--- src/rtl/cpwm_pkg.sv ---
package cpwm_pkg;

  // Sweep direction of the shared counter.
  typedef enum logic {
    CNT_UP   = 1'b0,
    CNT_DOWN = 1'b1
  } cnt_dir_e;

  // Width of a down-counter that must hold the value n.
  function automatic int rep_width(input int n);
    return (n < 2) ? 1 : $clog2(n + 1);
  endfunction

endpackage

--- src/rtl/cpwm_updown.sv ---
module cpwm_updown
  import cpwm_pkg::*;
#(
  parameter int CNT_W   = 16,
  parameter int REP_CNT = 1
) (
  input  logic             clk,
  input  logic             rst_n,
  input  logic             en_i,
  input  logic [CNT_W-1:0] arr_i,
  output logic [CNT_W-1:0] cnt_o,
  output logic             upd_o
);

  localparam int REP_W = rep_width(REP_CNT);
  localparam logic [REP_W-1:0] REP_INIT = REP_W'(REP_CNT);

  logic [CNT_W-1:0] cnt_q, cnt_d;
  cnt_dir_e         dir_q, dir_d;
  logic [REP_W-1:0] rep_q, rep_d;
  logic             at_top, at_bot, turn, ce;

  // next state
  always_comb begin
    at_top = (dir_q == CNT_UP) && (cnt_q >= arr_i);
    at_bot = (dir_q == CNT_DOWN) && (cnt_q == '0);
    turn   = at_top || at_bot;
    upd_o  = en_i && turn && (rep_q == '0);
    cnt_d  = cnt_q;
    dir_d  = dir_q;
    rep_d  = rep_q;
    if (!en_i) begin
      cnt_d = '0;
      dir_d = CNT_UP;
      rep_d = REP_INIT;
    end else begin
      if (at_top) begin
        dir_d = CNT_DOWN;
      end else if (at_bot) begin
        dir_d = CNT_UP;
      end else if (dir_q == CNT_UP) begin
        cnt_d = cnt_q + CNT_W'(1);
      end else begin
        cnt_d = cnt_q - CNT_W'(1);
      end
      if (turn) begin
        rep_d = (rep_q == '0) ? REP_INIT : rep_q - REP_W'(1);
      end
    end
    // idle and already parked: no clocking needed
    ce = en_i || (cnt_q != '0) || (dir_q != CNT_UP) || (rep_q != REP_INIT);
  end

  // registers
  always_ff @(posedge clk or negedge rst_n) begin
    if (!rst_n) begin
      cnt_q <= '0;
      dir_q <= CNT_UP;
      rep_q <= REP_INIT;
    end else if (ce) begin
      cnt_q <= cnt_d;
      dir_q <= dir_d;
      rep_q <= rep_d;
    end
  end

  assign cnt_o = cnt_q;

endmodule

--- src/rtl/cpwm_shadow.sv ---
module cpwm_shadow #(
  parameter int CNT_W = 16,
  parameter int NCH   = 4
) (
  input  logic                      clk,
  input  logic                      rst_n,
  input  logic                      ld_i,
  input  logic [CNT_W-1:0]          arr_i,
  input  logic [NCH-1:0][CNT_W-1:0] cmp_i,
  output logic [CNT_W-1:0]          arr_o,
  output logic [NCH-1:0][CNT_W-1:0] cmp_o
);

  logic [CNT_W-1:0] arr_q;

  always_ff @(posedge clk or negedge rst_n) begin
    if (!rst_n) begin
      arr_q <= '0;
    end else if (ld_i) begin
      arr_q <= arr_i;
    end
  end

  assign arr_o = arr_q;

  for (genvar ch = 0; ch < NCH; ch++) begin : g_cmp
    logic [CNT_W-1:0] cmp_q;
    always_ff @(posedge clk or negedge rst_n) begin
      if (!rst_n) begin
        cmp_q <= '0;
      end else if (ld_i) begin
        cmp_q <= cmp_i[ch];
      end
    end
    assign cmp_o[ch] = cmp_q;
  end

endmodule

--- src/rtl/cpwm_deadband.sv ---
module cpwm_deadband #(
  parameter int DT_W = 8
) (
  input  logic            clk,
  input  logic            rst_n,
  input  logic            en_i,
  input  logic            ref_i,
  input  logic [DT_W-1:0] dt_i,
  output logic            hi_o,
  output logic            lo_o
);

  logic            lvl_q, lvl_d;
  logic [DT_W-1:0] run_q, run_d;
  logic            ce, settled;

  // next state: run_q counts cycles since the reference last changed
  always_comb begin
    lvl_d = lvl_q;
    run_d = run_q;
    if (!en_i) begin
      lvl_d = 1'b0;
      run_d = '0;
    end else if (ref_i != lvl_q) begin
      lvl_d = ref_i;
      run_d = '0;
    end else if (run_q != '1) begin
      run_d = run_q + DT_W'(1);
    end
    ce      = (lvl_d != lvl_q) || (run_d != run_q);
    settled = (run_q >= dt_i);
    hi_o    = en_i && lvl_q && settled;
    lo_o    = en_i && !lvl_q && settled;
  end

  // registers
  always_ff @(posedge clk or negedge rst_n) begin
    if (!rst_n) begin
      lvl_q <= 1'b0;
      run_q <= '0;
    end else if (ce) begin
      lvl_q <= lvl_d;
      run_q <= run_d;
    end
  end

endmodule

--- src/rtl/cpwm_timer.sv ---
module cpwm_timer
  import cpwm_pkg::*;
#(
  parameter int CNT_W   = 16,
  parameter int DT_W    = 8,
  parameter int N_PH    = 3,
  parameter int REP_CNT = 1
) (
  input  logic                     clk,
  input  logic                     rst_n,
  input  logic                     en_i,
  input  logic [CNT_W-1:0]         period_i,
  input  logic [DT_W-1:0]          dead_i,
  input  logic [N_PH:0][CNT_W-1:0] cmp_i,
  output logic [N_PH-1:0]          gate_hi_o,
  output logic [N_PH-1:0]          gate_lo_o,
  output logic                     adc_trig_o,
  output logic                     upd_o
);

  localparam int NCH  = N_PH + 1;
  localparam int TRIG = N_PH;

  // reset: asserted at once, released after two clock edges
  logic rst_meta_q, rst_sync_q;
  always_ff @(posedge clk or negedge rst_n) begin
    if (!rst_n) begin
      rst_meta_q <= 1'b0;
      rst_sync_q <= 1'b0;
    end else begin
      rst_meta_q <= 1'b1;
      rst_sync_q <= rst_meta_q;
    end
  end

  logic [CNT_W-1:0]          cnt;
  logic [CNT_W-1:0]          arr_act;
  logic [NCH-1:0][CNT_W-1:0] cmp_act;
  logic [NCH-1:0]            ref_lvl;
  logic                      upd;
  logic                      shadow_ld;

  cpwm_updown #(
    .CNT_W  (CNT_W),
    .REP_CNT(REP_CNT)
  ) i_updown (
    .clk  (clk),
    .rst_n(rst_sync_q),
    .en_i (en_i),
    .arr_i(arr_act),
    .cnt_o(cnt),
    .upd_o(upd)
  );

  assign shadow_ld = !en_i || upd;

  cpwm_shadow #(
    .CNT_W(CNT_W),
    .NCH  (NCH)
  ) i_shadow (
    .clk  (clk),
    .rst_n(rst_sync_q),
    .ld_i (shadow_ld),
    .arr_i(period_i),
    .cmp_i(cmp_i),
    .arr_o(arr_act),
    .cmp_o(cmp_act)
  );

  // compare references, high while counter is below the compare value
  for (genvar ch = 0; ch < NCH; ch++) begin : g_ref
    assign ref_lvl[ch] = (cnt < cmp_act[ch]);
  end

  for (genvar ph = 0; ph < N_PH; ph++) begin : g_phase
    cpwm_deadband #(
      .DT_W(DT_W)
    ) i_deadband (
      .clk  (clk),
      .rst_n(rst_sync_q),
      .en_i (en_i),
      .ref_i(ref_lvl[ph]),
      .dt_i (dead_i),
      .hi_o (gate_hi_o[ph]),
      .lo_o (gate_lo_o[ph])
    );
  end

  // trigger register
  logic trig_q, trig_d;
  always_comb begin
    trig_d = en_i && ref_lvl[TRIG];
  end

  always_ff @(posedge clk or negedge rst_n) begin
    if (!rst_n) begin
      trig_q <= 1'b0;
    end else if (!rst_sync_q) begin
      trig_q <= 1'b0;
    end else begin
      trig_q <= trig_d;
    end
  end

  assign adc_trig_o = trig_q;
  assign upd_o      = upd;

endmodule

--- config.mk ---
export PLATFORM = sky130hd
export DESIGN_NAME = cpwm_timer
export DESIGN_NICKNAME = d
export VERILOG_FILES = /design/src/rtl/cpwm_pkg.sv /design/src/rtl/cpwm_updown.sv /design/src/rtl/cpwm_shadow.sv /design/src/rtl/cpwm_deadband.sv /design/src/rtl/cpwm_timer.sv
export SDC_FILE = /design/constraint.sdc
export NUM_CORES = 1
export LEC_CHECK = 0
export BUFFER_PORTS_ARGS = -buffer_cell sky130_fd_sc_hd__buf_2
export CAP_MARGIN = 20
export CORE_AREA = 2 2 170 172
export CTS_CLUSTER_SIZE = 10
export DETAILED_ROUTE_END_ITERATION = 12
export DIE_AREA = 0 0 172 174
export PLACE_DENSITY = 0.52
export SLEW_MARGIN = 20
export SYNTH_ARGS = -nofsm -noshare
export SYNTH_HDL_FRONTEND = slang
export SYNTH_SLANG_ARGS = --single-unit
--- constraint.sdc ---
create_clock -name clk -period 4.8 [get_ports clk]
set_clock_uncertainty 0.2 [all_clocks]
set_input_delay 0.48 -clock clk [delete_from_list [all_inputs] [get_ports clk]]
set_output_delay 0.48 -clock clk [all_outputs]
set_load 0.01 [all_outputs]
* Yosys cells after proc, flatten, opt, wreduce, memory -nomap -nowiden
Index checks and enable logic that the tools add are counted.
Widths: inputs -> output; s select.
** Storage, ports and cells
- Logic and storage cells :: 109
- Output and inout bits :: 8
- Memory bits (writable) :: 0
- Memories :: 0
- Register bits :: 128
- ROM bits :: 0
- Bits in latches :: 0
** Cells by class
- Shifts and indexed selects :: 0
- Divide/modulo/power cells :: 0
- Add/subtract/negate cells :: 6
- Mux-type cells :: 26
- Reduce and logical (&&, ||, !) cells :: 34
- Bitwise gates (word level) :: 2
- Equality and inequality tests :: 16
- $mul :: 0
- $lt $le $gt $ge :: 8
** Operators with widths (count)
- $mux 8 :: 9
- $lt 16x16->1 :: 4
- $mux 16 :: 4
- $add 8x1->8 const B :: 3
- $ge 8x8->1 :: 3
- $ne 8x8->1 :: 3
- $ne 8x8->1 const B :: 3
- $logic_and 1x1->1 :: 17
- $add 16x1->16 const B :: 1
- $ge 16x16->1 :: 1
- $logic_not 16->1 :: 1
- $reduce_bool 16->1 :: 1
- $sub 16x1->16 const B :: 1
- $mux 1 :: 13
- $logic_or 1x1->1 :: 8
- $ne 1x1->1 :: 6
- $logic_not 1->1 :: 4
- $ne 2x2->1 const B :: 2
- $reduce_and 2->1 :: 2
- $ne 3x1->1 const B :: 1
- $reduce_and 3->1 :: 1
- $ne 2x1->1 const B :: 1
- $not 1->1 :: 2
- $sub 1x1->1 const B :: 1

* Depth between registers and ports, before layout
- Depth after elaboration :: 6
- Depth in mapped cells :: 14
- Mapped depth without buffers :: 14

* Hierarchy
A second synthesis with hierarchy kept.
** Unflattened totals
- Cells, all modules :: 816
- Area, all modules :: 8962.3 um^2
** By module, submodules not included
- cpwm_shadow :: times used 1, area an instance 3374.5 um^2, seq. area each 2001.9 um^2, cells an instance 169
- cpwm_deadband :: times used 3, area an instance 673.1 um^2, seq. area each 225.2 um^2, cells an instance 72
- cpwm_updown :: times used 1, area an instance 1988.2 um^2, seq. area each 451.7 um^2, cells an instance 221
- cpwm_timer :: times used 1, area an instance 1580.3 um^2, seq. area each 75.1 um^2, cells an instance 210

* Worst setup path after synthesis
OpenSTA, ideal clock, no wires.
- Path type :: reg2reg
- Start point :: reg rst_sync_q
- End point :: reg trig_q, in the netlist adc_trig_o
- Setup time :: 77 ps
- Arrival time :: 3688 ps
- Stages on the path, launching flop included :: 4
- Slack :: 834 ps
- Required time :: 4523 ps
- Cell sequence :: dfrtp_1 > and4b_1 > o21ai_0 > a21oi_1
** Between the ends
- Word-level cells in the longest chain between the ends :: 1
** RTL lines
- from (decl) :: line cpwm_timer.sv:25 : logic rst_meta_q, rst_sync_q;
- from (signal assigned) :: line cpwm_timer.sv:32 : rst_sync_q <= rst_meta_q;
- $mux 1 :: line cpwm_timer.sv:98 : end else if (!rst_sync_q) begin
- to (signal assigned) :: line cpwm_timer.sv:101 : trig_q <= trig_d;
- to (decl) :: line cpwm_timer.sv:90 : logic trig_q, trig_d;
No other way between the ends.
A chain may end at the register's enable or synchronous reset.

* Worst setup path after layout
- Start point :: reg i_updown.dir_q
- End point :: reg i_updown.cnt_q[15], in the netlist i_updown.cnt_o[15]
** Between the ends
- Word-level cells in the longest chain between the ends :: 4
- Elaborated cells between the ends (all ways) :: 12
** RTL lines
- from (decl) :: line cpwm_updown.sv:19 : cnt_dir_e dir_q, dir_d;
- from (signal assigned) :: line cpwm_updown.sv:62 : dir_q <= dir_d;
- $mux 16 or $not 1->1 (tied branches)
- $mux 16 or $logic_and 1x1->1 (tied branches) :: line cpwm_updown.sv:39, cpwm_updown.sv:25
- $mux 16 or $ne 2x2->1 (tied branches)
- $mux 16 or $reduce_and 3->1 (tied branches)
- to (signal assigned) :: line cpwm_updown.sv:61 : cnt_q <= cnt_d;
- to (decl) :: line cpwm_updown.sv:18 : logic [CNT_W-1:0] cnt_q, cnt_d;
Parallel ways exist; a longest one is shown, timed or not. The select of a mux whose other input is x is not followed.

==> impl_metrics.toml <==
[sta]
finalCritPeriodShare = 0.699
setup_viol = 0
grt_setup_unrepaired = "no"
layout_min_cycle_time_ns = 3.36
fmax_mhz = 298
slew_viol_final = 0
timing.final.ws_setup_ns = 1.44
tightest_slew_ns = 0.972
final-hold-violation-count = 0
fin_tns_setup_ns = 0
relSlewSlack = 0.351

[placed_design]
placed_area_um2 = 9210
dp_slack_ns = 1.45
gp_congestion = 0.796
portBuffers = 98
hpwlAfterDp_mm = 14.4

[die]
die_y_um = 174
initial_core_util = 0.294
die-area_um2 = 29900
core_area_um2 = 28200
rows = 62
die_w_um = 172
ioPinCount = 99

[logic_synthesis]
avgSynthCellArea_um2 = 10.1
ys_ff_latch = 128
synth_nets = 1035
syn_area_um2 = 8310
seq_area_frac_synth = 0.385
ys.flop_type = "dfrtp_1"
async_flop_share = 1.00
synth_edf_count = 0
yosys.cell_types.count = 50
ys_warn_count = 0
synth_cells = 820

[layout]
final_nets = 1137
drive_above_1_share = 0.233
final_common_cell = "dfrtp_1"
design_area_um2 = 9830
antenna_cells = 0
synthToLayoutAreaGrowth_pct = 18.3
fill_cells = 2935
mostFrequentLayoutCells = "126 x dfrtp_1, 123 x ha_1, 98 x buf_2, 94 x inv_1, 74 x mux2_2"

[critical_path]
crit_fanout = 23
regToRegStartpoint = "i_updown.dir_q"
cp-start-kind = "flop"
worstSetupPathType = "reg -> reg"
cp_slowest_cell = "dfrtp_1"
worstPathRequired_ns = 4.95
startpoint = "i_updown.dir_q"
cp-end-kind = "flop"
critical-path-max-stage-delay_ns = 0.92
worstPathArrival_ns = 3.51
crit_path_cell_trace = "ha_1 -> a211oi_1 -> o21ai_0 -> a21oi_1 -> nor2_1 -> o21a_1 -> or3b_2 -> nand3_1"

[global_route]
grt_pass1_vias = 6326
antenna_found_initial = 0
grt_first_pass_wirelength_mm = 33.2
grt_overflow = 0
grt_util_all_layers = 0.141
grt_max_degree = 71

[clocking]
cts_tree = "yes"
worstSkewPairLatency_ns = 0.42
cts_sinks = 128
cts-buffers-inserted = 17
clockBufferDepth = 2
ctsHtreeMaxLevel = 4
postCtsSetupBuffers = 0
cts_resized = 0
cts_root_buffer = "clkbuf_16"
clk_pin_slew_ns = 0.06

[route]
top_layer = "met4"
drt-initial-drc-count = 258
drc_errors = 0
met2_length_mm = 9.69
wl_met3_um = 711
wl_per_cell_um = 15.3
drt-met1-wl_mm = 9.51
viasPerCell = 4.67
finalWirelength_mm = 20.1
first_pass_iters = 4
num_vias = 6166
drtAntennaViolNets = 0

[flow_run]
maxCapViolations = 0

[pwr]
vdd_drop_max_mv = 0.234
leakage_nw = 5.06
powerDensity_nw_per_um2 = 439

[hold_path]
hp-class = "in -> reg"
min-delay-start = "period_i[12]"

[run_status]
status = "completed"
sequential cells by signal, indices dropped and copies added (netlist names):
| name | flops |
|---|---|
| rst_sync_q | 1 |
| i_updown.dir_q | 1 |
| i_updown.rep_q | 1 |
| rst_meta_q | 1 |
| adc_trig_o | 1 |
| i_shadow.arr_o | 16 |
| i_shadow.g_cmp.cmp_q | 64 |
| g_phase.i_deadband.lvl_q | 3 |
| g_phase.i_deadband.run_q | 24 |
| i_updown.cnt_o | 16 |
critical path, delay by kind of cell, from the launching register on:
kind                       cells  cell delay [ns]
adders and majority gates      1             0.42
DFF                            1             0.92
AOI/OAI and AO/OA              4             1.08
and+or+nand+nor                3             0.66
cell families after synthesis:
kind of cell / after synthesis / share of synthesized area
AOI/OAI and AO/OA: 166 / 0.127
other: 1 / 0.000451
buffers and inverters: 116 / 0.0587
adders and majority gates: 124 / 0.188
muxes: 84 / 0.113
xor gates and xnor gates: 26 / 0.0274
DFF: 128 / 0.385
and+or+nand+nor: 175 / 0.101
final timing paths:
path,end,slack (ns),cells past startpoint
max,i_updown.cnt_o[15],1.44,8
min,i_shadow.arr_o[12],0.08,2
max reg2reg,i_updown.cnt_o[15],1.44,8
min reg2reg,rst_sync_q,0.15,0
max in group asynchronous,g_phase[1].i_deadband.lvl_q,3.09,1
min in group asynchronous,rst_sync_q,0.18,2
per-layer routing:
layer  vias to the layer above  global-route usage
met4                         0              0.0371
met5                         -                   0
met2                       104               0.234
li1                       3104                   -
met1                      2944               0.191
met3                        14              0.0235
stage by stage:
| stage | power (mW) | std cells | utilization | hold slack, ns |
|---|---|---|---|---|
| 2_1_floorplan | 2.52 | 820 | - | -0.0156 |
| 3_3_place_gp | 2.93 | 1286 | 0.326 | 0.0783 |
| 3_5_place_dp | 2.95 | 1286 | 0.326 | 0.0803 |
| 4_1_cts | 4.37 | 1319 | 0.348 | 0.0617 |
| 5_1_grt | 4.66 | 1319 | 0.348 | 0.0618 |
| 6_report | 4.31 | 1319 | 0.348 | 0.0791 |
report_power, final:
group	switching, mW	internal (mW)	total, mW
Combinational	0.751	0.639	1.39
Sequential	0.277	1.25	1.53
Clock	0.559	0.835	1.39
Total	1.59	2.73	4.31
cells in the mapped netlist, drive strengths merged, types with 3 or more instances:
master / instances / share of area
dfrtp: 127 / 0.38
ha: 123 / 0.19
inv: 94 / 0.042
mux2: 80 / 0.11
a21oi: 54 / 0.033
nor2: 51 / 0.023
nand2: 38 / 0.017
o21ai: 30 / 0.019
a21o: 28 / 0.025
nand3: 27 / 0.016
xnor2: 18 / 0.019
a211oi: 17 / 0.015
nor3: 17 / 0.010
buf: 14 / 0.013
nand4: 12 / 0.0090
clkbuf: 8 / 0.0036
xor2: 8 / 0.0084
o21a: 7 / 0.0063
o21bai: 7 / 0.0063
nor4: 6 / 0.0045
a31oi: 5 / 0.0038
a21boi: 4 / 0.0036
mux2i: 4 / 0.0048
nand2b: 4 / 0.0030
o2bb2ai: 4 / 0.0042
and3: 3 / 0.0023
nor2b: 3 / 0.0023
or3: 3 / 0.0023
what timing repair did:
action / in CTS / in global routing
endpoints found under the setup margin: 0 / 0
hold buffers: 1 / 0
hold endpoints to repair: 3 / 0
cell type report:
cell class	count	area, um^2	area share
clock buffers	17	425	0.0433
repair buffers	105	546	0.0555
flip-flops and latches	128	3210	0.326
clock inverters	15	193	0.0196
well taps	384	480	0.0489
inverters	94	353	0.0359
multi-input cells	576	4630	0.471
Note: power is estimated with default switching activity, not from simulation.
